==> config.mk <==
export PLATFORM = sky130hd
export DESIGN_NAME = twowire_mem_slave
export DESIGN_NICKNAME = d
export VERILOG_FILES = /design/src/rtl/sms_pkg.sv /design/src/rtl/sms_datapath.sv /design/src/rtl/sms_ctrl.sv /design/src/rtl/twowire_mem_slave.sv
export SDC_FILE = /design/constraint.sdc
export NUM_CORES = 1
export LEC_CHECK = 0
export BUFFER_PORTS_ARGS = -buffer_cell sky130_fd_sc_hd__buf_4
export CORE_MARGIN = 8
export CORE_UTILIZATION = 25
export CTS_BUF_LIST = sky130_fd_sc_hd__clkbuf_8 sky130_fd_sc_hd__clkbuf_16
export CTS_CLUSTER_DIAMETER = 120
export DETAILED_ROUTE_END_ITERATION = 7
export PLACE_DENSITY = 0.43
export SYNTH_ARGS = -nofsm -noshare
export SYNTH_HDL_FRONTEND = slang
export SYNTH_HIERARCHICAL = 1
export SYNTH_SLANG_ARGS = --single-unit
==> constraint.sdc <==
create_clock -name clk -period 2.3 [get_ports clk]
set_input_delay 0.115 -clock clk [delete_from_list [all_inputs] [get_ports clk]]
set_output_delay 0.115 -clock clk [all_outputs]
set_load 0.02 [all_outputs]
==> src/rtl/sms_pkg.sv <==
package sms_pkg;
  typedef enum logic [2:0] {
    ST_IDLE, ST_DEV, ST_AHI, ST_ALO, ST_WDAT, ST_RDAT
  } busState_t;

  typedef struct packed {
    logic shiftIn;
    logic setAddrHi;
    logic setAddrLo;
    logic wrStrobe;
    logic loadTx;
    logic shiftTx;
  } dpStrobe_t;

  localparam logic [3:0] DEV_TYPE = 4'b1010;
endpackage

==> src/rtl/sms_datapath.sv <==
module sms_datapath
  import sms_pkg::*;
#(
  parameter int ADDR_W   = 12,
  parameter int PAGE_W   = 5,
  parameter int SYNC_LEN = 2,
  parameter int FILT_LEN = 3
) (
  input  logic              clk,
  input  logic              rstN,
  input  logic              sclIn,
  input  logic              sdaIn,
  input  dpStrobe_t         stb,
  input  logic [7:0]        rdData,
  output logic              sclF,
  output logic              sdaF,
  output logic [7:0]        rxByte,
  output logic              txBit,
  output logic [ADDR_W-1:0] addrCnt
);
  localparam int HI_W = ADDR_W - 8;
  localparam logic [ADDR_W-1:0] ADDR_ONE = 1;
  localparam logic [PAGE_W-1:0] PAGE_ONE = 1;

  logic [1:0] rawIn;
  logic [1:0] fOut;
  assign rawIn = {sclIn, sdaIn};

  // one synchronizer plus agreement filter per bus line
  for (genvar g = 0; g < 2; g++) begin : g_line
    logic [SYNC_LEN-1:0] syncQ;
    logic [FILT_LEN-1:0] histQ;
    logic                outQ;
    always_ff @(posedge clk or negedge rstN) begin
      if (!rstN) begin
        syncQ <= '1;
        histQ <= '1;
        outQ  <= 1'b1;
      end else begin
        syncQ <= {syncQ[SYNC_LEN-2:0], rawIn[g]};
        histQ <= {histQ[FILT_LEN-2:0], syncQ[SYNC_LEN-1]};
        if (&histQ)       outQ <= 1'b1;
        else if (~|histQ) outQ <= 1'b0;
      end
    end
    assign fOut[g] = outQ;
  end
  assign sclF = fOut[1];
  assign sdaF = fOut[0];

  logic [7:0]      rxShift;
  logic [7:0]      txShift;
  logic [HI_W-1:0] hiQ;

  always_ff @(posedge clk or negedge rstN) begin
    if (!rstN) begin
      rxShift <= '0;
      txShift <= '0;
      hiQ     <= '0;
      addrCnt <= '0;
    end else begin
      if (stb.shiftIn)   rxShift <= {rxShift[6:0], sdaF};
      if (stb.setAddrHi) hiQ <= rxShift[HI_W-1:0];
      if (stb.setAddrLo) addrCnt <= {hiQ, rxShift};
      if (stb.wrStrobe)
        addrCnt <= {addrCnt[ADDR_W-1:PAGE_W], addrCnt[PAGE_W-1:0] + PAGE_ONE};
      if (stb.loadTx) begin
        txShift <= rdData;
        addrCnt <= addrCnt + ADDR_ONE;
      end
      if (stb.shiftTx) txShift <= {txShift[6:0], 1'b0};
    end
  end

  assign rxByte = rxShift;
  assign txBit  = txShift[7];


  page_wrap_chk: assert property (@(posedge clk) disable iff (!rstN)
    stb.wrStrobe |=> (addrCnt[ADDR_W-1:PAGE_W] == $past(addrCnt[ADDR_W-1:PAGE_W]))
                  && (addrCnt[PAGE_W-1:0] == $past(addrCnt[PAGE_W-1:0]) + PAGE_ONE));


  read_step_chk: assert property (@(posedge clk) disable iff (!rstN)
    stb.loadTx |=> addrCnt == $past(addrCnt) + ADDR_ONE);
endmodule

==> src/rtl/sms_ctrl.sv <==
module sms_ctrl
  import sms_pkg::*;
(
  input  logic       clk,
  input  logic       rstN,
  input  logic       sclF,
  input  logic       sdaF,
  input  logic [2:0] chipSel,
  input  logic       wrBusy,
  input  logic [7:0] rxByte,
  output dpStrobe_t  stb,
  output logic       ackDrive,
  output logic       txEn,
  output logic       wrCommit
);
  busState_t  state, nxtState;
  logic [3:0] bitCnt;
  logic       sclQ, sdaQ, masterAck, gotData;

  logic startEv, stopEv, sclRise, sclFall, devOk;
  assign startEv = sclQ & sclF & sdaQ & ~sdaF;
  assign stopEv  = sclQ & sclF & ~sdaQ & sdaF;
  assign sclRise = ~sclQ & sclF;
  assign sclFall = sclQ & ~sclF;
  assign devOk   = (rxByte[7:4] == DEV_TYPE) && (rxByte[3:1] == chipSel) && !wrBusy;

  always_comb begin
    stb = '0;
    if (!startEv && !stopEv && state != ST_IDLE) begin
      if (sclRise && state != ST_RDAT && bitCnt < 4'd8) stb.shiftIn = 1'b1;
      if (sclFall) begin
        if (state == ST_RDAT) begin
          if (bitCnt >= 4'd1 && bitCnt <= 4'd7) stb.shiftTx = 1'b1;
          if (bitCnt == 4'd9 && masterAck)      stb.loadTx  = 1'b1;
        end else begin
          if (bitCnt == 4'd8) begin
            case (state)
              ST_AHI:  stb.setAddrHi = 1'b1;
              ST_ALO:  stb.setAddrLo = 1'b1;
              ST_WDAT: stb.wrStrobe  = 1'b1;
              default: ;
            endcase
          end
          if (bitCnt == 4'd9 && nxtState == ST_RDAT) stb.loadTx = 1'b1;
        end
      end
    end
  end

  always_ff @(posedge clk or negedge rstN) begin
    if (!rstN) begin
      state     <= ST_IDLE;
      nxtState  <= ST_IDLE;
      bitCnt    <= '0;
      sclQ      <= 1'b1;
      sdaQ      <= 1'b1;
      masterAck <= 1'b0;
      gotData   <= 1'b0;
      ackDrive  <= 1'b0;
      txEn      <= 1'b0;
      wrCommit  <= 1'b0;
    end else begin
      sclQ     <= sclF;
      sdaQ     <= sdaF;
      wrCommit <= 1'b0;
      if (startEv) begin
        state    <= ST_DEV;
        bitCnt   <= '0;
        ackDrive <= 1'b0;
        txEn     <= 1'b0;
        gotData  <= 1'b0;
      end else if (stopEv) begin
        wrCommit <= (state == ST_WDAT) && gotData;
        state    <= ST_IDLE;
        bitCnt   <= '0;
        ackDrive <= 1'b0;
        txEn     <= 1'b0;
        gotData  <= 1'b0;
      end else if (state != ST_IDLE) begin
        if (sclRise) begin
          if (state == ST_RDAT && bitCnt == 4'd8) masterAck <= ~sdaF;
          if (bitCnt < 4'd9) bitCnt <= bitCnt + 4'd1;
        end else if (sclFall) begin
          if (state == ST_RDAT) begin
            if (bitCnt == 4'd8) txEn <= 1'b0;
            if (bitCnt == 4'd9) begin
              bitCnt <= '0;
              if (masterAck) txEn <= 1'b1;
              else           state <= ST_IDLE;
            end
          end else begin
            if (bitCnt == 4'd8) begin
              case (state)
                ST_DEV: begin
                  if (devOk) begin
                    ackDrive <= 1'b1;
                    nxtState <= rxByte[0] ? ST_RDAT : ST_AHI;
                  end else begin
                    state  <= ST_IDLE;
                    bitCnt <= '0;
                  end
                end
                ST_AHI:  begin ackDrive <= 1'b1; nxtState <= ST_ALO;  end
                ST_ALO:  begin ackDrive <= 1'b1; nxtState <= ST_WDAT; end
                ST_WDAT: begin ackDrive <= 1'b1; nxtState <= ST_WDAT; gotData <= 1'b1; end
                default: ;
              endcase
            end
            if (bitCnt == 4'd9) begin
              ackDrive <= 1'b0;
              bitCnt   <= '0;
              state    <= nxtState;
              if (nxtState == ST_RDAT) txEn <= 1'b1;
            end
          end
        end
      end
    end
  end


  ack_window_chk: assert property (@(posedge clk) disable iff (!rstN)
    ackDrive |-> bitCnt >= 4'd8);


  busy_nack_chk: assert property (@(posedge clk) disable iff (!rstN)
    ($rose(ackDrive) && state == ST_DEV) |-> !$past(wrBusy));


  idle_quiet_chk: assert property (@(posedge clk) disable iff (!rstN)
    state == ST_IDLE |-> !ackDrive && !txEn);


  start_restart_chk: assert property (@(posedge clk) disable iff (!rstN)
    startEv |=> state == ST_DEV && bitCnt == 4'd0);


  drive_excl_chk: assert property (@(posedge clk) disable iff (!rstN)
    !(ackDrive && txEn));


  rd_release_chk: assert property (@(posedge clk) disable iff (!rstN)
    (state == ST_RDAT && bitCnt == 4'd9) |-> !txEn);


  commit_chk: assert property (@(posedge clk) disable iff (!rstN)
    wrCommit |-> $past(stopEv));
endmodule

==> src/rtl/twowire_mem_slave.sv <==
module twowire_mem_slave
  import sms_pkg::*;
#(
  parameter int ADDR_W   = 12,
  parameter int PAGE_W   = 5,
  parameter int SYNC_LEN = 2,
  parameter int FILT_LEN = 3
) (
  input  logic              clk,
  input  logic              rstN,
  input  logic              sclIn,
  input  logic              sdaIn,
  input  logic [2:0]        chipSel,
  input  logic              wrBusy,
  input  logic [7:0]        rdData,
  output logic              sdaPullDown,
  output logic [ADDR_W-1:0] rdAddr,
  output logic              wrValid,
  output logic [ADDR_W-1:0] wrAddr,
  output logic [7:0]        wrData,
  output logic              wrCommit
);
  dpStrobe_t         stb;
  logic              sclF, sdaF, txBit, ackDrive, txEn;
  logic [7:0]        rxByte;
  logic [ADDR_W-1:0] addrCnt;

  sms_datapath #(
    .ADDR_W(ADDR_W), .PAGE_W(PAGE_W), .SYNC_LEN(SYNC_LEN), .FILT_LEN(FILT_LEN)
  ) dp_i (
    .clk(clk), .rstN(rstN), .sclIn(sclIn), .sdaIn(sdaIn), .stb(stb),
    .rdData(rdData), .sclF(sclF), .sdaF(sdaF), .rxByte(rxByte),
    .txBit(txBit), .addrCnt(addrCnt)
  );

  sms_ctrl ctrl_i (
    .clk(clk), .rstN(rstN), .sclF(sclF), .sdaF(sdaF), .chipSel(chipSel),
    .wrBusy(wrBusy), .rxByte(rxByte), .stb(stb), .ackDrive(ackDrive),
    .txEn(txEn), .wrCommit(wrCommit)
  );

  assign sdaPullDown = ackDrive | (txEn & ~txBit);
  assign rdAddr      = addrCnt;
  assign wrValid     = stb.wrStrobe;
  assign wrAddr      = addrCnt;
  assign wrData      = rxByte;
endmodule

==> results.toml, run 1 <==
[outcome]
outcome = "complete, no violations"

[floorplanning]
die_w_um = 130
die_area_um2 = 17000
die_y_um = 130
rows = 42
io_pins = 51
initial_core_util_pct = 25.1
core_region_area_um2 = 13000

[synth]
synth_edf_count = 0
synth_nets = 332
synth_area_leaders = "dfrtp_1, dfstp_2, mux2_2, mux2i_1, buf_4"
syn_area_um2 = 3270
synth.largest_area_cell = "dfrtp_1"
yosys_warnings = 6
synth_top_area_share_pct = 35.9
synth.top_cells.by_count = "dfrtp_1, nand2_1, nor2_1, o21ai_0, mux2_2"
yosysMostFrequentCell = "dfrtp_1"
ys_seq_elements = 61
syn-instance-count = 309
avgSynthCellArea_um2 = 10.6
async_flop_share_pct = 100
ys.flop_type = "dfrtp_1"
ys_types = 64
ys_seq_area_share_pct = 47.2

[grt]
grt_pass1_wl_mm = 13.4
grt_max_degree = 62
grt_remaining_overflow = 0
grt_usage_pct = 10.3
antenna_found_initial = 0
first_global_vias = 2539

[route]
wl_mm = 8.46
ant_nets = 0
drt_iter0_drc = 126
num_vias = 2575
drc = 0
wl_per_cell_um = 15.1
drt_pass1_iterations = 5
vias_per_cell = 4.60

[sta]
drv_slew = 0
worst_slew_pin_slew_ps = 785
slew-limit-headroom_pct = 47.7
fmax_mhz = 458
hold_violations = 0
min_period_ps = 2180
fin_worst_skew_ps = 7.60
min_period_over_period_pct = 94.8
final.setup.worst_slack_ps = 119
finalSetupViolCount = 0

[final_layout]
final_layout_size_suffix_gt1_share_pct = 43.0
seqCellArea_um2 = 1540
fill_cells = 1338
nets = 402
area_growth_pct = 34.4
diodes = 0
multi_input_area_um2 = 1610
postLayoutCoreUtil_pct = 33.7
layout.cells.non_filler = 560

[pwr]
comb_power_share_pct = 30.3
p_switching_mw = 1.37
p_per_area_nw_per_um2 = 968
leakage_nw = 1.93
switching_share_pct = 32.3
ir_drop_uv = 500
p_int_mw = 2.88
power_frac_seq_pct = 35.3
power_frac_clock_pct = 34.4

[flow_run]
max-cap-violations = 0

[clock_tree]
clk_pin_slew_ps = 50
clock_latency_ps = 330
clock-sinks = 61
cts_tree = "yes"
root_buffer = "clkbuf_16"
cts_buffer_depth = 2
h-tree-depth = 3
cts_buffers = 9

[placement]
gp_congestion = 0.806
dpl.hpwl_mm = 5.99
dp_slack_ps = -41.6
dp.cells = 537
portBuffers = 50

[setup_path]
r2r_setup_slack_ps = 120
critPathArrivalTime_ps = 2390
r2r_start = "ctrl_i/bitCnt[0]$_DFFE_PN0P_"
ff2ff_path_depth = 11
worst_ep_required_time_ps = 2510
path_class = "register to register"
cp_max_fo = 10
setup.worst_path.end = "dp_i/addrCnt[9]$_DFFE_PN0P_"
worstSetupStartpoint = "ctrl_i/bitCnt[0]$_DFFE_PN0P_"
endpoint_kind = "register"
r2r_end = "dp_i/addrCnt[9]$_DFFE_PN0P_"
start_kind = "register"

[hold_path]
hold_class = "input pin to register"
## power groups by stage
stage / logic [mW] / clock network [mW] / registers, mW
floorplan: 0.715 / 0 / 1.55
global placement: 1.28 / 0 / 1.51
detailed placement: 1.28 / 0 / 1.51
CTS: 1.29 / 1.52 / 1.50
global route: 1.42 / 1.55 / 1.54
finish: 1.29 / 1.47 / 1.50
## state kept, by name (all words and copies together), names as in the netlist
register           flops
ctrl_i/wrCommit        1
ctrl_i/bitCnt          4
ctrl_i/state           3
dp_i/sdaF              1
dp_i/g_line.histQ      6
dp_i/rxByte            8
ctrl_i/masterAck       1
ctrl_i/ackDrive        1
ctrl_i/sdaQ            1
ctrl_i/txEn            1
dp_i/hiQ               4
ctrl_i/nxtState        3
dp_i/addrCnt          12
dp_i/g_line.syncQ      4
dp_i/sclF              1
dp_i/txShift           8
ctrl_i/gotData         1
ctrl_i/sclQ            1
## worst min path at each step
stage	from	to	slack, ps	cells past startpoint
2_1_floorplan	rstN	ctrl_i/ackDrive$_DFFE_PN0P_	-180	0
3_3_place_gp	sdaIn	dp_i/g_line[0].syncQ[0]$_DFF_PN1_	220	1
3_5_place_dp	sdaIn	dp_i/g_line[0].syncQ[0]$_DFF_PN1_	220	1
4_1_cts	rdData[0]	dp_i/txShift[0]$_DFFE_PN0P_	30	3
5_1_grt	rdData[0]	dp_i/txShift[0]$_DFFE_PN0P_	30	3
6_report	rdData[0]	dp_i/txShift[0]$_DFFE_PN0P_	30	3
## per-stage QoR
stage | TNS, ps | power (mW) | cell area [um2] | hold WS, ps
floorplan | 0 | 2.27 | 3280 | -181
global placement | 0 | 2.79 | 3920 | 224
detailed placement | -76.7 | 2.79 | 3920 | 225
CTS | 0 | 4.30 | 4280 | 27.7
global route | -59.3 | 4.51 | 4400 | 29.9
finish | 0 | 4.26 | 4400 | 29.6
## what timing repair did
item / 4_1_cts / 5_1_grt
resized for setup: 1 / 23
cloned: 0 / 0
pin swaps: 0 / 6
hold endpoints to repair: 49 / 0
endpoints found under the setup margin: 5 / 10
setup buffers: 0 / 5
hold buffers: 3 / 0
## kinds of logic (layout without fill, tap and decap cells)
| kind of cell | after synthesis | count (layout) | share of synthesized area [%] |
|---|---|---|---|
| simple gates | 101 | 101 | 17.6 |
| compound gates | 67 | 67 | 14.7 |
| flops | 61 | 61 | 47.2 |
| buf+inv | 38 | 113 | 6.61 |
| mux | 29 | 29 | 9.63 |
| fa+ha+maj | 7 | 7 | 2.68 |
| xor+xnor | 6 | 6 | 1.61 |
## layout by cell type, fill, tap and decap left out, drive strengths merged, types with 3 or more instances in the layout
master        n
a21oi        13
a21o          3
nor4          4
nand2        23
dlygate4sd3   3
inv          14
a211o         3
clkbuf       11
ha            7
o21ai        21
nand4         4
dfstp        14
mux2i        12
nand2b        5
buf          81
nor2b         4
xor2          4
a211oi        3
dfrtp        47
mux2         17
a311oi        4
and3          4
nor3         15
nor2         21
nand3         7
## routing by layer
layer	track usage [%]	part of all wire [%]
met1	12.7	45
met2	16.5	47
met3	3.77	6.9
met4	2.70	1.2
met5	0	0
## final cells by class
cell class	count	area share, %
clock buffers	11	5.75
clock inverters	5	1.68
inverters	13	1.11
multi-input cells	210	36.7
flip-flops and latches	61	35.1
well taps	176	5.01
repair buffers	84	14.7
## worst max-delay path, stage by stage (launching register included)
cell and delay [ps]:
dfrtp_1 420, ha_2 200, and3b_2 210, buf_6 140, a21oi_2 210, nor3_4 70, buf_4 160, buf_6 110
nor2_1 90, buf_4 160, mux2i_1 180, mux2i_1 90
No activity file was read; power rests on OpenSTA's default activity.
==> run 2: changes to the inputs <==
ABC_AREA = 1   (was not set)
CORE_UTILIZATION = 30   (was 25)
PLACE_DENSITY = 0.49   (was 0.43)
==> run 2 against run 1 <==
Against the previous run:
- register-to-register slack got worse by 30 ps
- first-iteration DRC count increased by 57%
- maximum frequency decreased by 1.1%
- critical path depth decreased by 1
- flip-flop and latch count unchanged
- combinational power decreased by 79%
- critical path type unchanged
==> results.toml, run 2 <==
[pwr]
leakage_nw = 2.05
p_int_mw = 2.18
ir_drop_uv = 332
comb_power_share_pct = 9.6
total_power_mw = 2.87
p_per_area_nw_per_um2 = 657
p_switching_mw = 0.695
power_frac_clock_pct = 49.5
switching_share_pct = 24.2
power_frac_seq_pct = 40.9

[final_layout]
diodes = 0
nets = 501
final_common_cell = "nand2_1"
largest_reg_flops = 12
final_layout_size_suffix_gt1_share_pct = 29.8
area_growth_pct = 28.1
mostFrequentLayoutCells = "nand2_1, buf_4, inv_1, dfrtp_1, nand3_1"
largest-register = "dp_i/addrCnt"
fill_cells = 1146

[placement]
dpl.hpwl_mm = 6.61
gp_congestion = 0.864
dp_slack_ps = 61.3
portBuffers = 50

[route]
ant_nets = 0
num_vias = 2956
wl_per_cell_um = 14.0
vias_per_cell = 4.72
drc = 0
drt_pass1_iterations = 4
wl_mm = 8.78
drt_iter0_drc = 198

[clock_tree]
cts_buffers = 9
cts_buffer_depth = 2
cts_tree = "yes"
clock_latency_ps = 330
clk_pin_slew_ps = 60
h-tree-depth = 3
clock-sinks = 61
root_buffer = "clkbuf_16"

[synth]
syn-instance-count = 415
synth.largest_area_cell = "dfrtp_1"
synth_area_leaders = "dfrtp_1, dfstp_2, nand2_1, inv_1, nand3_1"
synth_top_area_share_pct = 34.4
ys_seq_area_share_pct = 45.2
avgSynthCellArea_um2 = 8.23
synth_edf_count = 0
synth_nets = 438
synth.top_cells.by_count = "nand2_1, inv_1, dfrtp_1, nand3_1, nor2_1"
ys_seq_elements = 61
yosys_warnings = 6
ys.flop_type = "dfrtp_1"
yosysMostFrequentCell = "nand2_1"
async_flop_share_pct = 100
ys_types = 42
syn_area_um2 = 3420

[setup_path]
path_class = "register to register"
cpMostUsedCell = "nor2_1"
ff2ff_path_depth = 10
max_stage_delay_ps = 590
path_cells = "nand3b_1, nand2_4, nor2_1, nand2_2, a211oi_2, buf_6, nor2_1, inv_1, o21ai_0, o22ai_1"
slowest_stage = "dfstp_2"
endpoint_kind = "register"
start_kind = "register"
worst_ep_required_time_ps = 2540
cp_max_fo = 7
critPathArrivalTime_ps = 2450

[grt]
antenna_found_initial = 0
first_global_vias = 2854
grt_pass1_wl_mm = 14.3
grt_max_degree = 62
grt_usage_pct = 12.1
grt_remaining_overflow = 0

[outcome]
outcome = "complete, no violations"

[floorplanning]
core_region_area_um2 = 11300
die_w_um = 123
die_y_um = 123
initial_core_util_pct = 30.3
io_pins = 51
die_area_um2 = 15100
rows = 39

[sta]
fin_worst_skew_ps = 7.54
fmax_mhz = 453
final.setup.worst_slack_ps = 93.7
drv_slew = 0
holdWs_ps = 36.9
slew-limit-headroom_pct = 48.0
min_period_over_period_pct = 95.9
finalSetupViolCount = 0
min_period_ps = 2210
grt_setup_unrepaired = "yes"
worst_slew_pin_slew_ps = 780
hold_violations = 0

[hold_path]
min_delay_path_depth = 3
hold_class = "input pin to register"

[flow_run]
max-cap-violations = 0
[run 2: cell count changes after synthesis, moves of 6 or more]
cell | previous run | this run
nand3_1 | 6 | 38
nor3_1 | 14 | 8
inv_1 | 13 | 60
mux2_2 | 16 | 0
mux2i_1 | 12 | 0
nand2_1 | 23 | 68
o21ai_1 | 0 | 9
nor2_1 | 21 | 36
a21oi_1 | 12 | 18
nand2_2 | 0 | 11
[run 2: cells by family (layout without fill, tap and decap cells)]
family | count (synthesis) | in the layout | synth area share [%]
simple gates | 191 | 191 | 27.9
fa+ha+maj | 7 | 7 | 2.56
xor+xnor | 3 | 3 | 0.769
compound gates | 69 | 69 | 12.6
buf+inv | 84 | 152 | 10.9
flops | 61 | 61 | 45.2
[run 2: worst paths after layout]
path / startpoint / to / slack (ps)
worst max-delay path: dp_i/sdaF$_DFFE_PN1P_ / dp_i/txShift[2]$_DFFE_PN0P_ / 90
worst min-delay path: rdData[5] / dp_i/txShift[5]$_DFFE_PN0P_ / 40
worst max register to register: dp_i/sdaF$_DFFE_PN1P_ / dp_i/txShift[2]$_DFFE_PN0P_ / 90
worst min register to register: dp_i/g_line[1].syncQ[1]$_DFF_PN1_ / dp_i/g_line[1].histQ[0]$_DFF_PN1_ / 350
max in group asynchronous: rstN / ctrl_i/bitCnt[1]$_DFFE_PN0P_ / 1350
min in group asynchronous: rstN / dp_i/rxByte[5]$_DFFE_PN0P_ / 410
[run 2: worst max-delay path: cells and delay by family (launching register included)]
kind,cells,cell delay (ps)
AOI/OAI and AO/OA,3,550
DFF,1,590
and+or+nand+nor,5,610
buffers and inverters,2,380
[run 2: power groups by stage]
stage | combinational, mW | sequential (mW) | clock (mW)
floorplan | 0.172 | 1.19 | 0
global placement | 0.271 | 1.19 | 0
detailed placement | 0.273 | 1.19 | 0
CTS | 0.277 | 1.18 | 1.48
global route | 0.317 | 1.18 | 1.52
finish | 0.276 | 1.18 | 1.42
[run 2: through the flow]
stage	instance area (um2)	TNS, ps	instances	utilization [%]
final	4380	0	626	38.8
after global routing	4380	-155	626	38.8
after CTS	4300	0	623	38.2
after detailed placement	3960	0	604	35.1
after global placement	3960	0	604	35.1
after floorplan	3420	0	415	-
[run 2: final cells by class]
class	instances	area [um2]	share of cell area, %
Clock buffer	9	225	5.15
Clock inverter	7	90.1	2.06
Inverter	67	254	5.80
Multi-Input combinational cell	270	1540	35.2
Sequential cell	61	1540	35.3
Tap cell	143	179	4.09
Timing Repair Buffer	69	542	12.4
[run 2: metal layers]
metal | track usage, % | wire length, um | share of wire [%]
met2 | 20.7 | 4360 | 50
met5 | 0 | 0 | 0
met4 | 3.66 | 78 | 0.89
met3 | 3.68 | 649 | 7.4
met1 | 14.3 | 3690 | 42
[run 2: repair_timing]
action                                 in CTS  in global routing
setup endpoints to repair                   0                 19
endpoints found under the hold margin      49                  0
gates resized for setup                     0                 11
hold buffers                                3                  0
buffers inserted                            0                  3
==> run 3: changes to the inputs <==
REMOVE_ABC_BUFFERS = 1   (was not set)
==> run 3 against run 2 <==
Against the previous run:
- worst hold slack improved by 4.1 ps
- first-iteration DRC count increased by 5.6%
- global-route usage decreased by 0.29 points
- sequential power about the same
- highest routed layer unchanged
- maximum frequency increased by 3.6%
- flip-flop and latch count unchanged
- register-to-register slack improved by 80 ps
- clock power decreased by 15%
==> results.toml, run 3 (same netlist as run 2, synthesis figures left out) <==
[floorplanning]
io_pins = 51
die_y_um = 123
die_area_um2 = 15100
initial_core_util_pct = 30.3
core_region_area_um2 = 11300
rows = 39
die_w_um = 123

[final_layout]
nets = 502
largest_reg_flops = 12
largest-register = "dp_i/addrCnt"
diodes = 0
mostFrequentLayoutCells = "nand2_1, buf_4, inv_1, dfrtp_1, nand3_1"
final_layout_size_suffix_gt1_share_pct = 29.1
finalInstanceArea_um2 = 4320
area_growth_pct = 26.6
layout.cells.non_filler = 627
final_common_cell = "nand2_1"

[route]
drt_pass1_iterations = 4
wl_per_cell_um = 13.6
wl_mm = 8.52
drt_iter0_drc = 209
drc = 0
num_vias = 2883
vias_per_cell = 4.60
ant_nets = 0

[setup_path]
path_class = "register to register"
path_delay_family = "simple AND/OR/NAND/NOR gates"
r2r_start = "dp_i/sclF$_DFFE_PN1P_"
slowest_stage = "dfstp_2"
cp.buffers_inverters = 4
critPathArrivalTime_ps = 2330
worst_ep_required_time_ps = 2500
max_stage_delay_ps = 560
path_cells = "ha_1, nand2_1, nor2_4, inv_2, nand2_4, nor2_2, nand2_2, nor3_1, buf_4, nor2_2, inv_2, buf_12, a22oi_1, o21ai_0"
endpoint_kind = "register"
start_kind = "register"
worstSetupStartpoint = "dp_i/sclF$_DFFE_PN1P_"
cp_max_fo = 6

[sta]
holdWs_ps = 41.0
min_period_over_period_pct = 92.6
fin_worst_skew_ps = 4.26
grt_setup_unrepaired = "no"
slew-limit-headroom_pct = 46.8
hold_violations = 0
finalSetupViolCount = 0
min_period_ps = 2130
worst_slew_pin_slew_ps = 798
drv_slew = 0
fmax_mhz = 470

[pwr]
comb_power_share_pct = 10.4
power_frac_seq_pct = 44.1
switching_share_pct = 25.5
power_frac_clock_pct = 45.5
p_int_mw = 1.98
ir_drop_uv = 369
p_switching_mw = 0.679
leakage_nw = 2.04
p_per_area_nw_per_um2 = 616

[grt]
antenna_found_initial = 0
grt_pass1_wl_mm = 14.0
grt_usage_pct = 11.8
first_global_vias = 2864
grt_remaining_overflow = 0
grt_max_degree = 62

[outcome]
outcome = "complete, no violations"

[hold_path]
hold_class = "input pin to register"
min_from = "rdData[6]"

[clock_tree]
clk_pin_slew_ps = 50
cts_tree = "yes"
cts_buffer_depth = 2
root_buffer = "clkbuf_16"
cts_buffers = 9
clock-sinks = 61
clock_latency_ps = 320
h-tree-depth = 3

[placement]
dpl.hpwl_mm = 6.53
gp_congestion = 0.914
postPlaceCellArea_um2 = 3990
dp.cells = 608
portBuffers = 50

[flow_run]
max-cap-violations = 0
-- run 3: changes by cell type in the layout (fill, tap and decap cells not counted), moves of 2 or more --
cell	delta
buf_4	+2
bufinv_16	-2
inv_1	+4
nor2_2	+2
-- run 3: metal layers --
metal  track usage, %  wire length (um)
met1             14.4              3840
met2             19.1              4030
met3             3.45               520
met4             4.80               136
met5                0                 0
-- run 3: stage by stage --
stage / util [%] / setup WS, ps / total power [mW] / TNS [ps]
3_3_place_gp: 35.4 / 142 / 1.46 / 0
5_1_grt: 38.4 / 21.6 / 2.80 / 0
6_report: 38.4 / 171 / 2.66 / 0
2_1_floorplan: - / -866 / 1.36 / -14760
3_5_place_dp: 35.4 / 129 / 1.47 / 0
4_1_cts: 38.1 / 117 / 2.71 / 0
-- run 3: cell type report --
type,instances,area [um2]
tap,143,179
inverter,67,251
clock inverter,6,30.0
timing repair buffer,70,546
multi-input combinational,270,1530
fill,1133,6950
sequential,61,1540
clock buffer,10,239
-- run 3: worst min-delay path, stage by stage --
cell and delay, ps:
buf_4 70, nand3_1 70, o221ai_1 70
-- run 3: power by group through the flow --
| stage | Sequential (mW) | Combinational (mW) | Clock (mW) |
|---|---|---|---|
| global placement | 1.19 | 0.271 | 0 |
| detailed placement | 1.19 | 0.273 | 0 |
| floorplan | 1.19 | 0.172 | 0 |
| global route | 1.18 | 0.317 | 1.30 |
| CTS | 1.18 | 0.277 | 1.25 |
| finish | 1.17 | 0.276 | 1.21 |
-- run 3: path summary, 6_finish.rpt --
| check | to | slack (ps) | cells past startpoint |
|---|---|---|---|
| min in group asynchronous | dp_i/rxByte[4]$_DFFE_PN0P_ | 410 | 2 |
| max reg2reg | dp_i/addrCnt[1]$_DFFE_PN0P_ | 170 | 14 |
| min reg2reg | dp_i/g_line[1].syncQ[1]$_DFF_PN1_ | 350 | 0 |
| max | dp_i/addrCnt[1]$_DFFE_PN0P_ | 170 | 14 |
| min | dp_i/txShift[6]$_DFFE_PN0P_ | 40 | 3 |
| max in group asynchronous | ctrl_i/masterAck$_DFFE_PN0P_ | 1350 | 2 |
-- run 3: timing repair --
action	4_1_cts	5_1_grt
endpoints found under the hold margin	49	0
setup endpoints to repair	0	14
setup buffers	0	0
resized for setup	0	7
hold buffers	3	0
